--- config.mk ---
export PLATFORM = sky130hd
export DESIGN_NAME = scan_irq_top
export DESIGN_NICKNAME = d
export VERILOG_FILES = /design/src/rtl/scan_irq_pkg.sv /design/src/rtl/scan_irq_dpath.sv /design/src/rtl/scan_irq_ctrl.sv /design/src/rtl/scan_irq_top.sv
export SDC_FILE = /design/constraint.sdc
export NUM_CORES = 1
export LEC_CHECK = 0
export BUFFER_PORTS_ARGS = -buffer_cell sky130_fd_sc_hd__buf_2
export CAP_MARGIN = 20
export CORE_UTILIZATION = 56
export DETAILED_ROUTE_END_ITERATION = 8
export HOLD_SLACK_MARGIN = 0.05
export PLACE_DENSITY = 0.79
export SYNTH_ARGS = -nofsm -noshare
export SYNTH_HDL_FRONTEND = slang
export SYNTH_SLANG_ARGS = --single-unit
--- constraint.sdc ---
create_clock -name clk -period 5.7 [get_ports clk]
set_input_delay 0.855 -clock clk [delete_from_list [all_inputs] [get_ports clk]]
set_output_delay 0.855 -clock clk [all_outputs]
set_load 0.1 [all_outputs]
--- src/rtl/scan_irq_pkg.sv ---
package scan_irq_pkg;
  typedef struct packed {
    logic loadLatch;
    logic zeroCount;
  } wr_strobe_t;

  typedef struct packed {
    logic step;
    logic reloadSel;
  } edge_strobe_t;
endpackage

--- src/rtl/scan_irq_dpath.sv ---
module scan_irq_dpath
  import scan_irq_pkg::*;
#(
  parameter int CNT_W = 8
) (
  input  logic             clk,
  input  logic             rst_n,
  input  wr_strobe_t       wrStb,
  input  edge_strobe_t     edgeStb,
  input  logic [CNT_W-1:0] wrData,
  output logic [CNT_W-1:0] countQ,
  output logic [CNT_W-1:0] latchQ,
  output logic             wrCountZero,
  output logic             nextZero
);
  logic [CNT_W-1:0] latchW;
  logic [CNT_W-1:0] cntW;
  logic [CNT_W-1:0] cntN;

  // register writes land before the edge acts
  always_comb begin
    latchW      = wrStb.loadLatch ? wrData : latchQ;
    cntW        = wrStb.zeroCount ? '0 : countQ;
    wrCountZero = (cntW == '0);
    cntN        = edgeStb.reloadSel ? latchW : (cntW - 1'b1);
    nextZero    = (cntN == '0);
  end

  always_ff @(posedge clk) begin
    if (!rst_n) begin
      latchQ <= '1;
      countQ <= '0;
    end else begin
      latchQ <= latchW;
      countQ <= edgeStb.step ? cntN : cntW;
    end
  end
endmodule

--- src/rtl/scan_irq_ctrl.sv ---
module scan_irq_ctrl
  import scan_irq_pkg::*;
(
  input  logic         clk,
  input  logic         rst_n,
  input  logic         altMode,
  input  logic         wrReload,
  input  logic         wrClear,
  input  logic         wrDisable,
  input  logic         wrEnable,
  input  logic         edgePulse,
  input  logic         wrCountZero,
  input  logic         nextZero,
  output wr_strobe_t   wrStb,
  output edge_strobe_t edgeStb,
  output logic         pendQ,
  output logic         enQ,
  output logic         irqQ
);
  logic pendW;
  logic enW;
  logic irqW;
  logic fire;

  always_comb begin
    wrStb.loadLatch   = wrReload;
    wrStb.zeroCount   = wrClear;
    pendW             = pendQ | (altMode & wrClear);
    edgeStb.step      = edgePulse;
    edgeStb.reloadSel = wrCountZero | pendW;
    enW               = wrDisable ? 1'b0 : (wrEnable ? 1'b1 : enQ);
    irqW              = wrDisable ? 1'b0 : irqQ;
    fire              = edgePulse & nextZero & enW &
                        (~altMode | ~wrCountZero | pendW);
  end

  always_ff @(posedge clk) begin
    if (!rst_n) begin
      pendQ <= 1'b0;
      enQ   <= 1'b0;
      irqQ  <= 1'b0;
    end else begin
      pendQ <= edgePulse ? 1'b0 : pendW;
      enQ   <= enW;
      irqQ  <= irqW | fire;
    end
  end
endmodule

--- src/rtl/scan_irq_top.sv ---
module scan_irq_top
  import scan_irq_pkg::*;
#(
  parameter int CNT_W = 8
) (
  input  logic             clk,
  input  logic             rst_n,
  input  logic             altMode,
  input  logic             wrReload,
  input  logic             wrClear,
  input  logic             wrDisable,
  input  logic             wrEnable,
  input  logic [CNT_W-1:0] wrData,
  input  logic             edgePulse,
  output logic             irq
);
  wr_strobe_t       wrStb;
  edge_strobe_t     edgeStb;
  logic [CNT_W-1:0] countQ;
  logic [CNT_W-1:0] latchQ;
  logic             wrCountZero;
  logic             nextZero;
  logic             pendQ;
  logic             enQ;

  scan_irq_ctrl u_ctrl (
    .clk(clk), .rst_n(rst_n), .altMode(altMode), .wrReload(wrReload),
    .wrClear(wrClear), .wrDisable(wrDisable), .wrEnable(wrEnable),
    .edgePulse(edgePulse), .wrCountZero(wrCountZero), .nextZero(nextZero),
    .wrStb(wrStb), .edgeStb(edgeStb), .pendQ(pendQ), .enQ(enQ), .irqQ(irq)
  );

  scan_irq_dpath #(.CNT_W(CNT_W)) u_dpath (
    .clk(clk), .rst_n(rst_n), .wrStb(wrStb), .edgeStb(edgeStb),
    .wrData(wrData), .countQ(countQ), .latchQ(latchQ),
    .wrCountZero(wrCountZero), .nextZero(nextZero)
  );
endmodule

==> results.cfg, run 1 <==
[synthesis]
syn_inst = 116
synth_common_cells = dfxtp_1 (19), nand2_1 (15), mux2i_1 (10)
yosysMostFrequentCell = dfxtp_1
yosysSeqAreaShare = 0.372
syn_area_per_cell_um2 = 8.81
async_flop_share = 0
yosysTopAreaCell = dfxtp_1
synth_nets = 133
yosysWarningCount = 0
ys_types = 37
ys_ff_latch = 19
synth_edf_count = 0
synth_top_flop_cell = dfxtp_1
synthTopCellsByArea = dfxtp_1 (37%), mux2i_1 (9.8%), nand2_1 (5.5%), nor2b_1 (3.7%), a21oi_1 (2.9%)
syn_area_mm2 = 0.00102
yosysTopAreaCellShare = 0.372

[floorplan]
core_mm2 = 0.00173
start_util = 0.592
die_y_um = 44.7
ioPinCount = 17
dieWidth_um = 44.7
rows = 15
dieArea_mm2 = 0.00200

[status]
outcome = finished clean

[route]
drtPass1Iterations = 4
avgRoutedWirePerCell_um = 12.7
drc = 0
viasPerCell = 5.59
drt_iter0_drc = 9
wl_um = 1950
detail-route-antenna-nets = 0
dr_total_vias = 856

[clocking]
ctsHoldBuffers = 0
cts_tree = built
htree_levels = 1
path_clk_slew_ns = 0.11
clock_latency_ns = 0.30
cts_resized = 0
cts-root-buf = clkbuf_4
clock_sinks = 19
cts_setup_buffers = 0
clock_tree.buffer_depth = 2
cts_buffers = 3

[critical_path]
arrival_ns = 2.65
path_max_fanout = 11
crit_required_ns = 5.93
start_kind = input pin
rr_endpoint = u_ctrl.irqQ$_SDFF_PN0_
r2r_start = u_dpath.countQ[6]$_SDFF_PN0_
endpoint_kind = register
r2r_setup_slack_ns = 3.29
criticalPathCategory = input pin to register
r2r_cells = 5

[timing]
fmax_ghz = 0.413
fin_crit_sh = 0.425
drv_slew = 0
fin_crit_ns = 2.42
tns_ns = 0
max_slew_margin = 0.631
setup_violations = 0
worstMarginPinSlew_ns = 0.554
hold_viol_final = 0
rsz0062_at_grt = no
skew_ns = 0.00560

[worst_hold_path]
min_from = u_ctrl.enQ$_SDFF_PN0_
whs_path_depth = 2
hp-class = register to register
whs_endpoint = u_ctrl.enQ$_SDFF_PN0_

[grt]
grt_max_degree = 20
antenna_found_initial = 0
grt_pass1_wl_um = 3140
grt_overflow = 0
first_global_vias = 776
gr-usage-all-layers = 0.222

[pwr]
peakVddDrop_v = 0.000137
power_density_mw_per_mm2 = 246
finalPower_mw = 0.278
leakage_nw = 0.472

[finish]
diodes = 0
nets = 146
drive_gt1_frac = 0.188
syn2layout_area_growth_pct = 10.5

[placement]
gp_congestion = 0.863
dp_hpwl_um = 1490
port-buffer-count = 16

[run]
maxCapViolations = 0
[worst max-delay path, stage by stage]
cell      delay, ns
buf_2          0.18
nor2b_1        0.10
inv_1          0.08
ha_1           0.25
or3b_1         0.37
a221oi_1       0.28
nor4b_1        0.27
a21oi_1        0.08
o31ai_2        0.18
[through the flow]
stage / setup slack, ns / std cells / utilization / instance area [um2] / hold WS (ns)
6_report: 3.28 / 153 / 0.654 / 1130 / 0.500
5_1_grt: 3.08 / 153 / 0.654 / 1130 / 0.521
4_1_cts: 3.27 / 153 / 0.654 / 1130 / 0.510
3_5_place_dp: 2.97 / 149 / 0.638 / 1100 / 0.484
3_3_place_gp: 3.02 / 149 / 0.638 / 1100 / 0.474
2_1_floorplan: 3.07 / 116 / - / 1020 / 0.438
[logic make-up after synthesis]
group,share of synthesized area
AND/OR/NAND/NOR,0.283
AO/OA/AOI/OAI,0.164
flip-flops,0.372
multiplexers,0.109
buffers and inverters,0.0343
XOR/XNOR,0.0257
adder cells (fa/ha/maj),0.0122
[cell usage in the layout, fill, tap and decap left out, types with 2 or more instances in the layout]
cell,instances
a21boi_1,3
a21oi_1,6
buf_2,16
clkbuf_4,3
dfxtp_1,19
mux2i_1,10
nand2_1,15
nand2b_1,4
nand3b_1,4
nor2_1,8
nor2b_1,6
nor3_1,2
nor3b_1,2
nor4b_1,2
o21ai_0,3
or3b_1,2
xnor2_1,2
[power by group]
group	leakage, nW	total, mW	switching [mW]	internal [mW]
logic	0.297	0.0627	0.0330	0.0298
registers	0.157	0.148	0.00646	0.141
clock network	0.0177	0.0677	0.0415	0.0262
total	0.472	0.278	0.0809	0.197
[how the worst max path moves through the flow]
stage / from / endpoint / cells after the start
2_1_floorplan: wrClear / u_ctrl.irqQ$_SDFF_PN0_ / 9
5_1_grt: wrClear / u_ctrl.irqQ$_SDFF_PN0_ / 9
4_1_cts: u_dpath.countQ[6]$_SDFF_PN0_ / u_ctrl.irqQ$_SDFF_PN0_ / 5
3_5_place_dp: wrClear / u_ctrl.irqQ$_SDFF_PN0_ / 9
3_3_place_gp: wrClear / u_ctrl.irqQ$_SDFF_PN0_ / 9
6_report: wrClear / u_ctrl.irqQ$_SDFF_PN0_ / 9
[cell type report]
| type | instances | area (um2) |
|---|---|---|
| Clock buffer | 3 | 22.5 |
| Clock inverter | 1 | 5.00 |
| Fill cell | 171 | 597 |
| Inverter | 1 | 3.75 |
| Multi-Input combinational cell | 88 | 607 |
| Sequential cell | 19 | 380 |
| Tap cell | 25 | 31.3 |
| Timing Repair Buffer | 16 | 80.1 |
[flip-flops by register name, indices dropped and copies added, names as in the netlist]
signal          cells
u_ctrl.pendQ        1
u_ctrl.irqQ         1
u_dpath.countQ      8
u_dpath.latchQ      8
u_ctrl.enQ          1
[per-layer routing]
| layer | routed length, um | vias to the layer above | global-route usage |
|---|---|---|---|
| li1 | - | 436 | - |
| met1 | 893 | 400 | 0.274 |
| met2 | 939 | 16 | 0.350 |
| met3 | 69 | 4 | 0.0520 |
| met4 | 44 | 0 | 0.139 |
| met5 | 0 | - | 0 |
(Power assumes the default switching activity.)
==> run 2, diff against run 1 <==
--- a/config.mk
+++ b/config.mk
@@ -7,10 +7,10 @@
 export LEC_CHECK = 0
 export BUFFER_PORTS_ARGS = -buffer_cell sky130_fd_sc_hd__buf_2
 export CAP_MARGIN = 20
-export CORE_UTILIZATION = 56
+export CORE_UTILIZATION = 54
 export DETAILED_ROUTE_END_ITERATION = 8
 export HOLD_SLACK_MARGIN = 0.05
-export PLACE_DENSITY = 0.79
+export PLACE_DENSITY = 0.77
 export SYNTH_ARGS = -nofsm -noshare
 export SYNTH_HDL_FRONTEND = slang
 export SYNTH_SLANG_ARGS = --single-unit
==> constraint.sdc (replaced) <==
create_clock -name clk -period 2.45 [get_ports clk]
set_input_delay 0.3675 -clock clk [delete_from_list [all_inputs] [get_ports clk]]
set_output_delay 0.3675 -clock clk [all_outputs]
set_load 0.1 [all_outputs]
==> results.cfg, run 2 (synthesis gave the netlist of run 1 again) <==
[placement]
dp_cells = 151
dp_hpwl_um = 1550
port-buffer-count = 16
gp_congestion = 0.882

[critical_path]
crit_required_ns = 2.67
start_kind = register
path_max_fanout = 4
criticalPathCategory = register to register
arrival_ns = 2.31
endpoint_kind = register

[route]
dr_total_vias = 866
drtPass1Iterations = 4
wl_um = 1980
viasPerCell = 5.59
detail-route-antenna-nets = 0
drc = 0
avgRoutedWirePerCell_um = 12.8
drt_iter0_drc = 9

[finish]
diodes = 0
final_common_cell = dfxtp_1
syn2layout_area_growth_pct = 11.9
drive_gt1_frac = 0.192
largestRegisters = u_dpath.countQ: 8 flops, u_dpath.latchQ: 8 flops
fin_cells = 155
nets = 148
final_cell_mix = dfxtp_1 (19), buf_2 (16), nand2_1 (15)
nFillCells = 151

[timing]
tns_ns = 0
worstMarginPinSlew_ns = 0.483
fin_crit_ns = 2.09
max_slew_margin = 0.680
hold_viol_final = 0
rsz0062_at_grt = no
fin_crit_sh = 0.852
setup_violations = 0
skew_ns = 0.0108
drv_slew = 0
fmax_ghz = 0.479

[floorplan]
rows = 15
core_mm2 = 0.00175
die_y_um = 45.5
ioPinCount = 17
start_util = 0.586
dieWidth_um = 45.5
dieArea_mm2 = 0.00207

[pwr]
peakVddDrop_v = 0.000347
power_density_mw_per_mm2 = 570
leakage_nw = 0.478
finalPower_mw = 0.651

[status]
outcome = finished clean

[grt]
grt_overflow = 0
grt_pass1_wl_um = 3080
grt_max_degree = 19
antenna_found_initial = 0
first_global_vias = 718
gr-usage-all-layers = 0.207

[clocking]
clock_sinks = 19
ctsHoldBuffers = 0
htree_levels = 1
cts-root-buf = clkbuf_4
cts_tree = built
clock_tree.buffer_depth = 2
cts_buffers = 3
path_clk_slew_ns = 0.11
cts_setup_buffers = 0
cts_resized = 0
clock_latency_ns = 0.30

[run]
maxCapViolations = 0

[worst_hold_path]
hp-class = input pin to register
[run 2: changes by cell type in the layout (fill, tap and decap cells not counted)]
cell and delta:
buf_4 +2, clkbuf_1 +1, clkinv_2 -1
[run 2: worst paths after layout]
kind	startpoint	to	slack [ns]	cells after the start
worst max-delay path	u_dpath.countQ[6]$_SDFF_PN0_	u_ctrl.irqQ$_SDFF_PN0_	0.36	5
worst min-delay path	wrDisable	u_ctrl.enQ$_SDFF_PN0_	0.26	2
worst max register to register	u_dpath.countQ[6]$_SDFF_PN0_	u_ctrl.irqQ$_SDFF_PN0_	0.36	5
worst min register to register	u_dpath.latchQ[3]$_SDFF_PN1_	u_dpath.latchQ[3]$_SDFF_PN1_	0.51	2
[run 2: through the flow]
| step | area, um2 | hold WS [ns] | utilization | worst slack (ns) |
|---|---|---|---|---|
| after floorplan | 1020 | 0.438 | - | 0.309 |
| after global placement | 1120 | 0.476 | 0.640 | 0.269 |
| after detailed placement | 1120 | 0.485 | 0.640 | 0.203 |
| after CTS | 1140 | 0.254 | 0.655 | 0.362 |
| after global routing | 1140 | 0.252 | 0.655 | 0.239 |
| final | 1140 | 0.258 | 0.655 | 0.363 |
[run 2: layout make-up]
class,count,area (um2),share of cell area
flip-flops and latches,19,380,0.333
repair buffers,18,95.1,0.0832
inverters,1,3.75,0.00328
multi-input cells,88,607,0.531
well taps,25,31.3,0.0274
clock buffers,4,26.3,0.0230
[run 2: worst max-delay path, stage by stage, from the launching register on]
cell	delay (ns)
dfxtp_1	0.35
or4_4	0.56
o31ai_4	0.25
a32oi_1	0.11
or4b_1	0.53
o31ai_2	0.21
[run 2: report_power, final]
| group | switching [mW] | internal, mW | total (mW) | leakage [nW] |
|---|---|---|---|---|
| registers | 0.0154 | 0.329 | 0.344 | 0.157 |
| logic | 0.0786 | 0.0726 | 0.151 | 0.306 |
| clock network | 0.0924 | 0.0633 | 0.156 | 0.0150 |
| total | 0.186 | 0.465 | 0.651 | 0.478 |
[run 2: per-layer routing]
metal / wire length (um) / vias up / GRT usage
li1: - / 437 / -
met1: 903 / 406 / 0.245
met2: 1000 / 21 / 0.371
met3: 62 / 2 / 0.0357
met4: 15 / 0 / 0.0727
met5: 0 / - / 0
==> run 3, diff against run 2 <==
--- a/config.mk
+++ b/config.mk
@@ -7,6 +7,7 @@
 export LEC_CHECK = 0
 export BUFFER_PORTS_ARGS = -buffer_cell sky130_fd_sc_hd__buf_2
 export CAP_MARGIN = 20
+export CORE_ASPECT_RATIO = 1.4
 export CORE_UTILIZATION = 54
 export DETAILED_ROUTE_END_ITERATION = 8
 export HOLD_SLACK_MARGIN = 0.05
==> results.cfg, run 3 (synthesis gave the netlist of run 1 again) <==
[critical_path]
arrival_ns = 2.30
endpoint_kind = register
start_kind = register
path_max_fanout = 4
criticalPathCategory = register to register
crit_required_ns = 2.68
r2r_setup_slack_ns = 0.38

[finish]
fin_cells = 151
nets = 149
register_area_um2 = 380
final_cell_mix = dfxtp_1 (19), buf_2 (16), nand2_1 (15)
nFillCells = 157
syn2layout_area_growth_pct = 12.0
final_common_cell = dfxtp_1
largestRegisters = u_dpath.countQ: 8 flops, u_dpath.latchQ: 8 flops
multi_input_area_um2 = 607
diodes = 0
fin_util = 0.643
drive_gt1_frac = 0.198

[route]
dr_total_vias = 870
drtPass1Iterations = 4
viasPerCell = 5.76
avgRoutedWirePerCell_um = 13.0
detail-route-antenna-nets = 0
drc = 0
wl_um = 1970
drt_iter0_drc = 27

[clocking]
cts_buffers = 3
clock_latency_ns = 0.30
path_clk_slew_ns = 0.10
clock_sinks = 19
clock_tree.buffer_depth = 2
cts_resized = 0
cts_setup_buffers = 0
cts_tree = built
cts-root-buf = clkbuf_4
ctsHoldBuffers = 0
htree_levels = 1

[floorplan]
rows = 18
dieWidth_um = 38.8
ioPinCount = 17
die_y_um = 53.5
start_util = 0.575
core_mm2 = 0.00178
dieArea_mm2 = 0.00207

[timing]
fin_crit_sh = 0.843
skew_ns = 0.00270
worst_slack_ns = 0.384
drv_slew = 0
max_slew_margin = 0.681
hold_viol_final = 0
fmax_ghz = 0.484
setup_violations = 0
worstMarginPinSlew_ns = 0.481
rsz0062_at_grt = no
fin_crit_ns = 2.07
tns_ns = 0

[placement]
dp_cells = 147
post-place-ws_ns = 0.347
port-buffer-count = 16
dp_hpwl_um = 1480
gp_congestion = 0.908

[grt]
grt_max_degree = 19
first_global_vias = 775
grt_overflow = 0
grt_pass1_wl_um = 3260
gr-usage-all-layers = 0.232
antenna_found_initial = 0

[pwr]
leakage_nw = 0.483
power_density_mw_per_mm2 = 572
peakVddDrop_v = 0.000341

[status]
outcome = finished clean

[run]
maxCapViolations = 0

[worst_hold_path]
hp-class = input pin to register
## run 3: critical path: stages (launching register included)
cell and delay [ns]:
dfxtp_1 0.36, or4_4 0.56, o31ai_4 0.24, a32oi_1 0.11
or4b_1 0.53, o31ai_2 0.21
## run 3: final cells by class
class,count,area share
Multi-Input combinational cell,88,0.530
Clock buffer,4,0.0230
Tap cell,20,0.0219
Timing Repair Buffer,19,0.0896
Sequential cell,19,0.332
Inverter,1,0.00328
## run 3: final timing paths
path	cells past startpoint	startpoint	to
max reg2reg	5	u_dpath.countQ[6]$_SDFF_PN0_	u_ctrl.irqQ$_SDFF_PN0_
min reg2reg	2	u_ctrl.enQ$_SDFF_PN0_	u_ctrl.enQ$_SDFF_PN0_
min	2	wrDisable	u_ctrl.enQ$_SDFF_PN0_
max	5	u_dpath.countQ[6]$_SDFF_PN0_	u_ctrl.irqQ$_SDFF_PN0_
## run 3: per-layer routing
metal	part of all wire	GRT usage
met5	0	0
met2	0.51	0.383
met4	0.023	0.121
met3	0.042	0.0504
met1	0.43	0.271
## run 3: power by group
group          switching (mW)  internal [mW]
logic                  0.0765         0.0737
clock network          0.0969         0.0636
registers              0.0147          0.329
total                   0.188          0.466
## run 3: through the flow
stage          hold WS, ns  cell area [um2]  total power, mW
3_5_place_dp         0.481             1120            0.501
4_1_cts              0.234             1140            0.662
2_1_floorplan        0.438             1020            0.465
3_3_place_gp         0.472             1120            0.498
6_report             0.239             1140            0.654
5_1_grt              0.232             1140            0.696
